**config.mk**
```make
export PLATFORM = sky130hd
export DESIGN_NAME = field_freeze_ctrl
export DESIGN_NICKNAME = d
export VERILOG_FILES = /design/src/rtl/ffc_pkg.sv /design/src/rtl/ffc_src_track.sv /design/src/rtl/ffc_field_seq.sv /design/src/rtl/ffc_inv_fix.sv /design/src/rtl/field_freeze_ctrl.sv
export SDC_FILE = /design/constraint.sdc
export NUM_CORES = 1
export LEC_CHECK = 0
export ABC_AREA = 1
export BUFFER_PORTS_ARGS = -buffer_cell sky130_fd_sc_hd__buf_2
export CORE_MARGIN = 2
export CORE_UTILIZATION = 40
export DETAILED_ROUTE_END_ITERATION = 10
export MAX_ROUTING_LAYER = met4
export PLACE_DENSITY = 0.67
export SYNTH_ARGS = -nofsm -noshare
export SYNTH_HDL_FRONTEND = slang
export SYNTH_SLANG_ARGS = --single-unit
```
**constraint.sdc**
```tcl
create_clock -name clk_i -period 0.9 [get_ports clk_i]
set_input_delay 0.045 -clock clk_i [delete_from_list [all_inputs] [get_ports clk_i]]
set_output_delay 0.045 -clock clk_i [all_outputs]
set_load 0.05 [all_outputs]
```
**src/rtl/ffc_pkg.sv**
```systemverilog
package ffc_pkg;
  typedef enum logic [1:0] {
    MODE_RUN      = 2'b00,
    MODE_HOLD_TOP = 2'b01,
    MODE_HOLD_FRM = 2'b10,
    MODE_HOLD_BOT = 2'b11
  } frz_mode_e;

  typedef enum logic [1:0] {
    PH_FIRST = 2'b00,
    PH_LAST  = 2'b01,
    PH_MID   = 2'b10
  } fld_phase_e;
endpackage

```
**src/rtl/ffc_src_track.sv**
```systemverilog
module ffc_src_track #(
  parameter int NUM_BUF = 3,
  parameter int BUF_W   = 2
) (
  input  logic             clk_i,
  input  logic             rst_ni,
  input  logic             new_frame_i,
  input  logic [BUF_W-1:0] new_buf_i,
  output logic [BUF_W-1:0] newest_o
);
  logic [BUF_W-1:0] newest_q;
  logic             idx_ok;

  // indices outside the buffer pool are dropped
  assign idx_ok = 32'(new_buf_i) < NUM_BUF;

  always_ff @(posedge clk_i or negedge rst_ni) begin
    if (!rst_ni)                    newest_q <= '0;
    else if (new_frame_i && idx_ok) newest_q <= new_buf_i;
  end

  assign newest_o = newest_q;
endmodule

```
**src/rtl/ffc_field_seq.sv**
```systemverilog
module ffc_field_seq
  import ffc_pkg::*;
#(
  parameter int BUF_W = 2
) (
  input  logic             clk_i,
  input  logic             rst_ni,
  input  logic             tick_i,
  input  logic [1:0]       mode_i,
  input  logic [BUF_W-1:0] newest_i,
  output logic [BUF_W-1:0] buf_o,
  output logic             bot_o,
  output logic             first_o,
  output logic             last_o,
  output logic             start_o,
  output logic             hold_next_o
);
  frz_mode_e        act_q, act_d, req;
  fld_phase_e       ph_q, ph_d;
  logic             bot_q, bot_d;
  logic [BUF_W-1:0] buf_q, buf_d;
  logic             start;

  assign req = frz_mode_e'(mode_i);

  always_comb begin
    act_d = act_q;
    ph_d  = ph_q;
    bot_d = bot_q;
    buf_d = buf_q;
    start = 1'b0;
    if (tick_i) begin
      if (act_q == MODE_RUN && ph_q == PH_FIRST) begin
        // a frame is never split: first field always leads to last
        ph_d  = PH_LAST;
        bot_d = 1'b1;
      end else if (req == MODE_RUN) begin
        start = 1'b1;
        act_d = MODE_RUN;
        ph_d  = PH_FIRST;
        bot_d = 1'b0;
        buf_d = newest_i;
      end else begin
        act_d = req;
        ph_d  = PH_MID;
        unique case (req)
          MODE_HOLD_TOP: bot_d = 1'b0;
          MODE_HOLD_BOT: bot_d = 1'b1;
          default:       bot_d = ~bot_q;
        endcase
      end
    end
  end

  always_ff @(posedge clk_i or negedge rst_ni) begin
    if (!rst_ni) begin
      act_q <= MODE_RUN;
      ph_q  <= PH_FIRST;
      bot_q <= 1'b0;
      buf_q <= '0;
    end else begin
      act_q <= act_d;
      ph_q  <= ph_d;
      bot_q <= bot_d;
      buf_q <= buf_d;
    end
  end

  assign buf_o       = buf_q;
  assign bot_o       = bot_q;
  assign first_o     = ph_q == PH_FIRST;
  assign last_o      = ph_q == PH_LAST;
  assign start_o     = start;
  assign hold_next_o = tick_i && ph_d == PH_MID;
endmodule

```
**src/rtl/ffc_inv_fix.sv**
```systemverilog
module ffc_inv_fix (
  input  logic clk_i,
  input  logic rst_ni,
  input  logic tick_i,
  input  logic odd_i,
  input  logic first_i,
  input  logic last_i,
  input  logic start_i,
  input  logic hold_next_i,
  input  logic auto_fix_i,
  output logic raster_top_o,
  output logic inv_o,
  output logic line_ofs_o
);
  logic raster_q, pend_q, ofs_q, inv_now;

  assign inv_now = (first_i && !raster_q) || (last_i && raster_q);

  always_ff @(posedge clk_i or negedge rst_ni) begin
    if (!rst_ni) begin
      raster_q <= 1'b1;
      pend_q   <= 1'b0;
      ofs_q    <= 1'b0;
    end else if (tick_i) begin
      raster_q <= odd_i;
      if (start_i) begin
        ofs_q  <= auto_fix_i && (pend_q || inv_now);
        pend_q <= 1'b0;
      end else if (hold_next_i) begin
        // held fields shift the phase; earlier detection is stale
        pend_q <= 1'b0;
      end else if (inv_now) begin
        pend_q <= 1'b1;
      end
    end
  end

  assign raster_top_o = raster_q;
  assign inv_o        = inv_now;
  assign line_ofs_o   = ofs_q;
endmodule

```
**src/rtl/field_freeze_ctrl.sv**
```systemverilog
module field_freeze_ctrl #(
  parameter int  NUM_BUF = 3,
  localparam int BUF_W   = (NUM_BUF > 1) ? $clog2(NUM_BUF) : 1
) (
  input  logic             clk_i,
  input  logic             rst_ni,
  input  logic             field_tick_i,
  input  logic             field_odd_i,
  input  logic [1:0]       mode_i,
  input  logic             auto_fix_i,
  input  logic             new_frame_i,
  input  logic [BUF_W-1:0] new_buf_i,
  output logic [BUF_W-1:0] buf_o,
  output logic             bot_sel_o,
  output logic             first_o,
  output logic             last_o,
  output logic             raster_top_o,
  output logic             inv_o,
  output logic             line_ofs_o
);
  logic [BUF_W-1:0] newest;
  logic             start, hold_next;

  ffc_src_track #(.NUM_BUF(NUM_BUF), .BUF_W(BUF_W)) u_src (
    .clk_i       (clk_i),
    .rst_ni      (rst_ni),
    .new_frame_i (new_frame_i),
    .new_buf_i   (new_buf_i),
    .newest_o    (newest)
  );

  ffc_field_seq #(.BUF_W(BUF_W)) u_seq (
    .clk_i       (clk_i),
    .rst_ni      (rst_ni),
    .tick_i      (field_tick_i),
    .mode_i      (mode_i),
    .newest_i    (newest),
    .buf_o       (buf_o),
    .bot_o       (bot_sel_o),
    .first_o     (first_o),
    .last_o      (last_o),
    .start_o     (start),
    .hold_next_o (hold_next)
  );

  ffc_inv_fix u_inv (
    .clk_i        (clk_i),
    .rst_ni       (rst_ni),
    .tick_i       (field_tick_i),
    .odd_i        (field_odd_i),
    .first_i      (first_o),
    .last_i       (last_o),
    .start_i      (start),
    .hold_next_i  (hold_next),
    .auto_fix_i   (auto_fix_i),
    .raster_top_o (raster_top_o),
    .inv_o        (inv_o),
    .line_ofs_o   (line_ofs_o)
  );
endmodule

```
==> impl_metrics.yaml, run 1 <==
setup_path:
  timing.rr.start: "u_seq.ph_q[0]"
  endpoint: "inv_o"
  start_kind: "flop"
  end_kind: "output port"
  cp_max_fo: 3
  reg2reg_depth: 7
  crit_type: "flop to output port"
  worstReg2RegEnd: "u_seq.buf_o[1]"
  startpoint: "u_inv.raster_top_o"
  ff2ff_setup_slack_ns: -0.27
  required_ns: 0.85
  arrival_ns: 1.17
floorplanning:
  start_util_pct: 42.5
  fp.dieW_um: 40.9
  pin_count: 18
  die_area_sq_um: 1680
  die_y_um: 40.9
  rows: 13
  fp.coreArea_sq_um: 1280
sta:
  final-hold-violation-count: 0
  tightest_slew_ns: 0.333
  slew_headroom_pct: 77.6
  finalSetupTns_ns: -3.04
  clock_skew_ns: 0.00145
  layout_min_cycle_time_ns: 1.22
  rsz0062_at_grt: "true"
  fin_crit_sh_pct: 136
  slew_viol_final: 0
  setup_violations: 14
  fmax_ghz: 0.820
  worst_slack_ns: -0.320
synth:
  avgSynthCellArea_sq_um: 9.09
  synth_compound_area_share_pct: 11.5
  ys_ff_latch: 12
  synthAdderAreaFrac_pct: 0
  yosysTopAreaCellShare_pct: 50.5
  synth_area_leader_cell: "dfrtp_1"
  synth_area_sq_um: 546
  synth_simple_gate_area_share_pct: 27.5
  syn_inst: 60
  syn-num-nets: 70
  synthTopCellsByArea: "dfrtp_1 (50%), nand2_1 (10%), dfstp_2 (4.8%)"
  yosysUniqueCellTypes: 19
  synth_top_family_by_area: "simple AND/OR/NAND/NOR gates"
  ys_seq_area_share_pct: 55.3
  synth_mux_area_share_pct: 0
  synthXorXnorAreaFrac_pct: 0
  synth_warnings: 0
placed_design:
  hpwl_um: 789
  numPlacedInstances: 94
  place_ws_ns: -0.184
  globalplace.congestion: 0.708
  port_buffers: 17
clocking:
  cts_tree: "yes"
  clk_pin_slew_ns: 0.08
  clockRootBuffer: "clkbuf_4"
  cts.sinks: 12
  clk_path_buf_depth: 2
  htree_levels: 1
  cts_buffers: 3
  clk_latency_ns: 0.26
layout:
  drive_gt1_share_pct: 50.6
  num-nets-final: 100
  layout_commonest_cell: "nand2_1"
  stdcell_count: 104
  final_cell_mix: "nand2_1 (14), dfrtp_1 (10), buf_2 (9), buf_4 (7), buf_6 (6)"
  post-route-util_pct: 68.1
  layout-area-overhead-vs-synth_pct: 60.3
  antenna_cells: 0
global_route:
  gr-usage-all-layers_pct: 16.8
  antenna_found_initial: 0
  grt-ovfl-total: 0
  grt_pass1_vias: 438
  grt_max_degree: 13
  grt_first_pass_wirelength_um: 1810
status:
  status: "finished with violations"
  violations: "negative setup slack"
hold_path:
  hold_class: "input port to flop"
routing:
  wl_per_cell_um: 10.6
  drc: 0
  vias: 490
  vias_per_cell: 4.71
  ant_nets: 0
  drt_iter0_drc: 3
  firstDrtPassIters: 4
  finalWirelength_um: 1100
power_and_ir_drop:
  p_leak_nw: 0.444
  ir_drop_uv: 973
  power.density_nw_per_um2: 2070
  power_w: 0.00181
run:
  max-cap-violations: 0
==> cell type report <==
type                    count  area (sq um)
fillers                   109           410
clock buffers               4          36.3
inverters                   7          26.3
repair buffers             26           215
multi-input cells          40           275
flip-flops and latches     12           303
well taps                  15          18.8
==> metal layers <==
layer | vias to the layer above | GRT usage (%) | share of wire (%)
li1 | 251 | - | -
met1 | 222 | 21.6 | 45
met2 | 15 | 25.4 | 50
met3 | 2 | 3.26 | 4.4
met4 | 0 | 7.50 | 0.45
met5 | - | - | 0
==> report_power, final <==
| group | leakage [nW] | internal, W | switching [W] |
|---|---|---|---|
| clock network | 0.0210 | 0.000245 | 0.000174 |
| logic | 0.277 | 0.000285 | 0.000415 |
| registers | 0.146 | 0.000623 | 0.0000701 |
==> what timing repair did <==
item,CTS,global route
buffers inserted,3,2
endpoints found under the hold margin,13,0
pin swaps,4,0
hold buffers,2,0
gates resized for setup,18,7
setup endpoints to repair,17,18
==> state kept, by name, summed over array words and instances, names as in the netlist <==
signal / count
u_seq.buf_o: 2
u_inv.raster_top_o: 1
u_seq.bot_o: 1
u_inv.line_ofs_o: 1
u_seq.ph_q: 2
u_inv.pend_q: 1
u_src.newest_o: 2
u_seq.act_q: 2
==> worst max-delay path, cell delays in order, from the launching register on <==
cell	delay, ns
dfstp_2	0.58
inv_2	0.07
nand2_4	0.08
nand2_8	0.05
buf_8	0.14
==> logic make-up after synthesis <==
kind of cell,count (synthesis)
buffers and inverters,8
AND/OR/NAND/NOR,30
flip-flops,12
AO/OA/AOI/OAI,10
==> synthesized netlist by cell type (all sizes together) <==
| cell type | instances |
|---|---|
| nand2 | 18 |
| dfrtp | 11 |
| inv | 7 |
| nor2 | 7 |
| o21ai | 7 |
| nand3 | 4 |
| a31oi | 1 |
| buf | 1 |
| dfstp | 1 |
| nand4 | 1 |
| o21a | 1 |
| o22ai | 1 |
==> metrics by stage <==
step	hold slack, ns	area [sq um]
2_1_floorplan	-0.251	584
4_1_cts	0.0381	846
5_1_grt	0.0603	875
3_3_place_gp	-0.0618	706
3_5_place_dp	-0.0667	706
6_report	0.0422	875
==> worst min path at each step <==
stage | from | to | slack, ns | cells past startpoint
after floorplan | rst_ni | u_inv.line_ofs_o | -0.25 | 0
final | new_buf_i[1] | u_src.newest_o[1] | 0.04 | 3
after global placement | rst_ni | u_seq.bot_o | -0.06 | 1
after CTS | new_buf_i[1] | u_src.newest_o[1] | 0.04 | 3
after global routing | mode_i[0] | u_seq.act_q[0] | 0.06 | 3
after detailed placement | rst_ni | u_seq.act_q[1] | -0.07 | 1
Note: power is estimated with default switching activity, not from simulation.
==> run 2: changes to the inputs <==
--- a/config.mk
+++ b/config.mk
@@ -11,7 +11,7 @@
 export CORE_UTILIZATION = 40
 export DETAILED_ROUTE_END_ITERATION = 10
 export MAX_ROUTING_LAYER = met4
-export PLACE_DENSITY = 0.67
+export PLACE_DENSITY_LB_ADDON = 0.08
 export SYNTH_ARGS = -nofsm -noshare
 export SYNTH_HDL_FRONTEND = slang
 export SYNTH_SLANG_ARGS = --single-unit
==> impl_metrics.yaml, run 2 (same netlist as run 1, synthesis figures left out) <==
status:
  status: "finished with violations"
  violations: "negative setup slack"
layout:
  final_cell_mix: "nand2_1 (14), buf_2 (9), dfrtp_1 (9), buf_6 (6), buf_4 (6)"
  layout-area-overhead-vs-synth_pct: 60.1
  layout_commonest_cell: "nand2_1"
  num-nets-final: 100
  antenna_cells: 0
  fillerInstances: 110
  fin_area_sq_um: 873
  drive_gt1_share_pct: 52.8
placed_design:
  hpwl_um: 759
  globalplace.congestion: 0.729
  placed_area_sq_um: 706
  port_buffers: 17
run:
  max-cap-violations: 0
sta:
  clock_skew_ns: 0.00240
  layout_min_cycle_time_ns: 1.21
  setup_violations: 14
  worst_slack_ns: -0.313
  fmax_ghz: 0.825
  final-hold-violation-count: 0
  fin_crit_sh_pct: 135
  tightest_slew_ns: 0.357
  rsz0062_at_grt: "true"
  fin_hold_ws_ns: 0.0294
  slew_headroom_pct: 75.9
  slew_viol_final: 0
clocking:
  htree_levels: 1
  cts_tree: "yes"
  clk_latency_ns: 0.26
  clk_pin_slew_ns: 0.07
  cts.sinks: 12
  clk_path_buf_depth: 2
  cts_buffers: 3
  clockRootBuffer: "clkbuf_4"
floorplanning:
  die_area_sq_um: 1680
  fp.coreArea_sq_um: 1280
  fp.dieW_um: 40.9
  rows: 13
  start_util_pct: 42.5
  pin_count: 18
  die_y_um: 40.9
routing:
  wl_per_cell_um: 9.86
  drc: 0
  vias: 485
  ant_nets: 0
  firstDrtPassIters: 4
  vias_per_cell: 4.66
  drt_iter0_drc: 7
  finalWirelength_um: 1030
setup_path:
  start_kind: "flop"
  required_ns: 0.85
  arrival_ns: 1.17
  end_kind: "output port"
  crit_type: "flop to output port"
  reg2reg_depth: 6
  cp_max_fo: 3
power_and_ir_drop:
  p_leak_nw: 0.437
  power.density_nw_per_um2: 1970
  ir_drop_uv: 1040
global_route:
  grt_pass1_vias: 414
  grt_max_degree: 13
  grt-ovfl-total: 0
  antenna_found_initial: 0
  grt_first_pass_wirelength_um: 1730
  gr-usage-all-layers_pct: 17.4
hold_path:
  hold_class: "input port to flop"
  holdPathStages: 3
==> run 2: path summary, 6_finish.rpt <==
path | start | endpoint | slack (ns)
max in group asynchronous | rst_ni | u_inv.raster_top_o | 0.46
min in group asynchronous | rst_ni | u_seq.act_q[0] | 0.18
worst max-delay path | u_inv.raster_top_o | inv_o | -0.31
worst min register to register | u_seq.act_q[1] | u_seq.act_q[1] | 0.48
worst min-delay path | mode_i[0] | u_seq.act_q[0] | 0.03
worst max register to register | u_inv.raster_top_o | u_inv.line_ofs_o | -0.28
==> run 2: what timing repair did <==
action / 4_1_cts / 5_1_grt
pin swaps: 3 / 1
hold buffers: 2 / 0
gates resized for setup: 17 / 13
buffers inserted: 3 / 3
endpoints found under the hold margin: 13 / 0
endpoints found under the setup margin: 18 / 17
==> run 2: final cells by class <==
cell class                      instances  area, sq um  share of cell area, %
Multi-Input combinational cell         40          275                   31.5
Sequential cell                        12          304                   34.8
Timing Repair Buffer                   26          223                   25.5
Tap cell                               15         18.8                   2.15
Clock buffer                            4         26.3                   3.01
Inverter                                7         26.3                   3.01
==> run 2: per-layer routing <==
metal	GRT usage, %	share of wire [%]	vias to the layer above
li1	-	-	254
met1	21.4	46	215
met2	25.4	48	14
met3	4.89	4.8	2
met4	10.0	0.59	0
met5	-	0	-
==> run 2: power by group <==
part / switching (W) / internal, W
logic: 0.000413 / 0.000283
clock network: 0.000163 / 0.000171
registers: 0.0000680 / 0.000624
total: 0.000644 / 0.00108
==> run 2: metrics by stage <==
step / utilization (%) / setup TNS, ns / power (W) / setup WS, ns / instances
after CTS: 64.8 / -3.15 / 0.00169 / -0.313 / 103
after global placement: 54.9 / -1.30 / 0.00123 / -0.158 / 94
final: 68.0 / -2.83 / 0.00172 / -0.313 / 104
after detailed placement: 54.9 / -1.58 / 0.00124 / -0.192 / 94
after floorplan: - / -3.10 / 0.00110 / -0.363 / 60
after global routing: 68.0 / -3.69 / 0.00183 / -0.355 / 104
==> run 2: worst max-delay path: stages, from the launching register on <==
cell     delay (ns)
dfstp_2        0.58
inv_2          0.07
nand2_4        0.08
nand2_8        0.05
buf_8          0.14
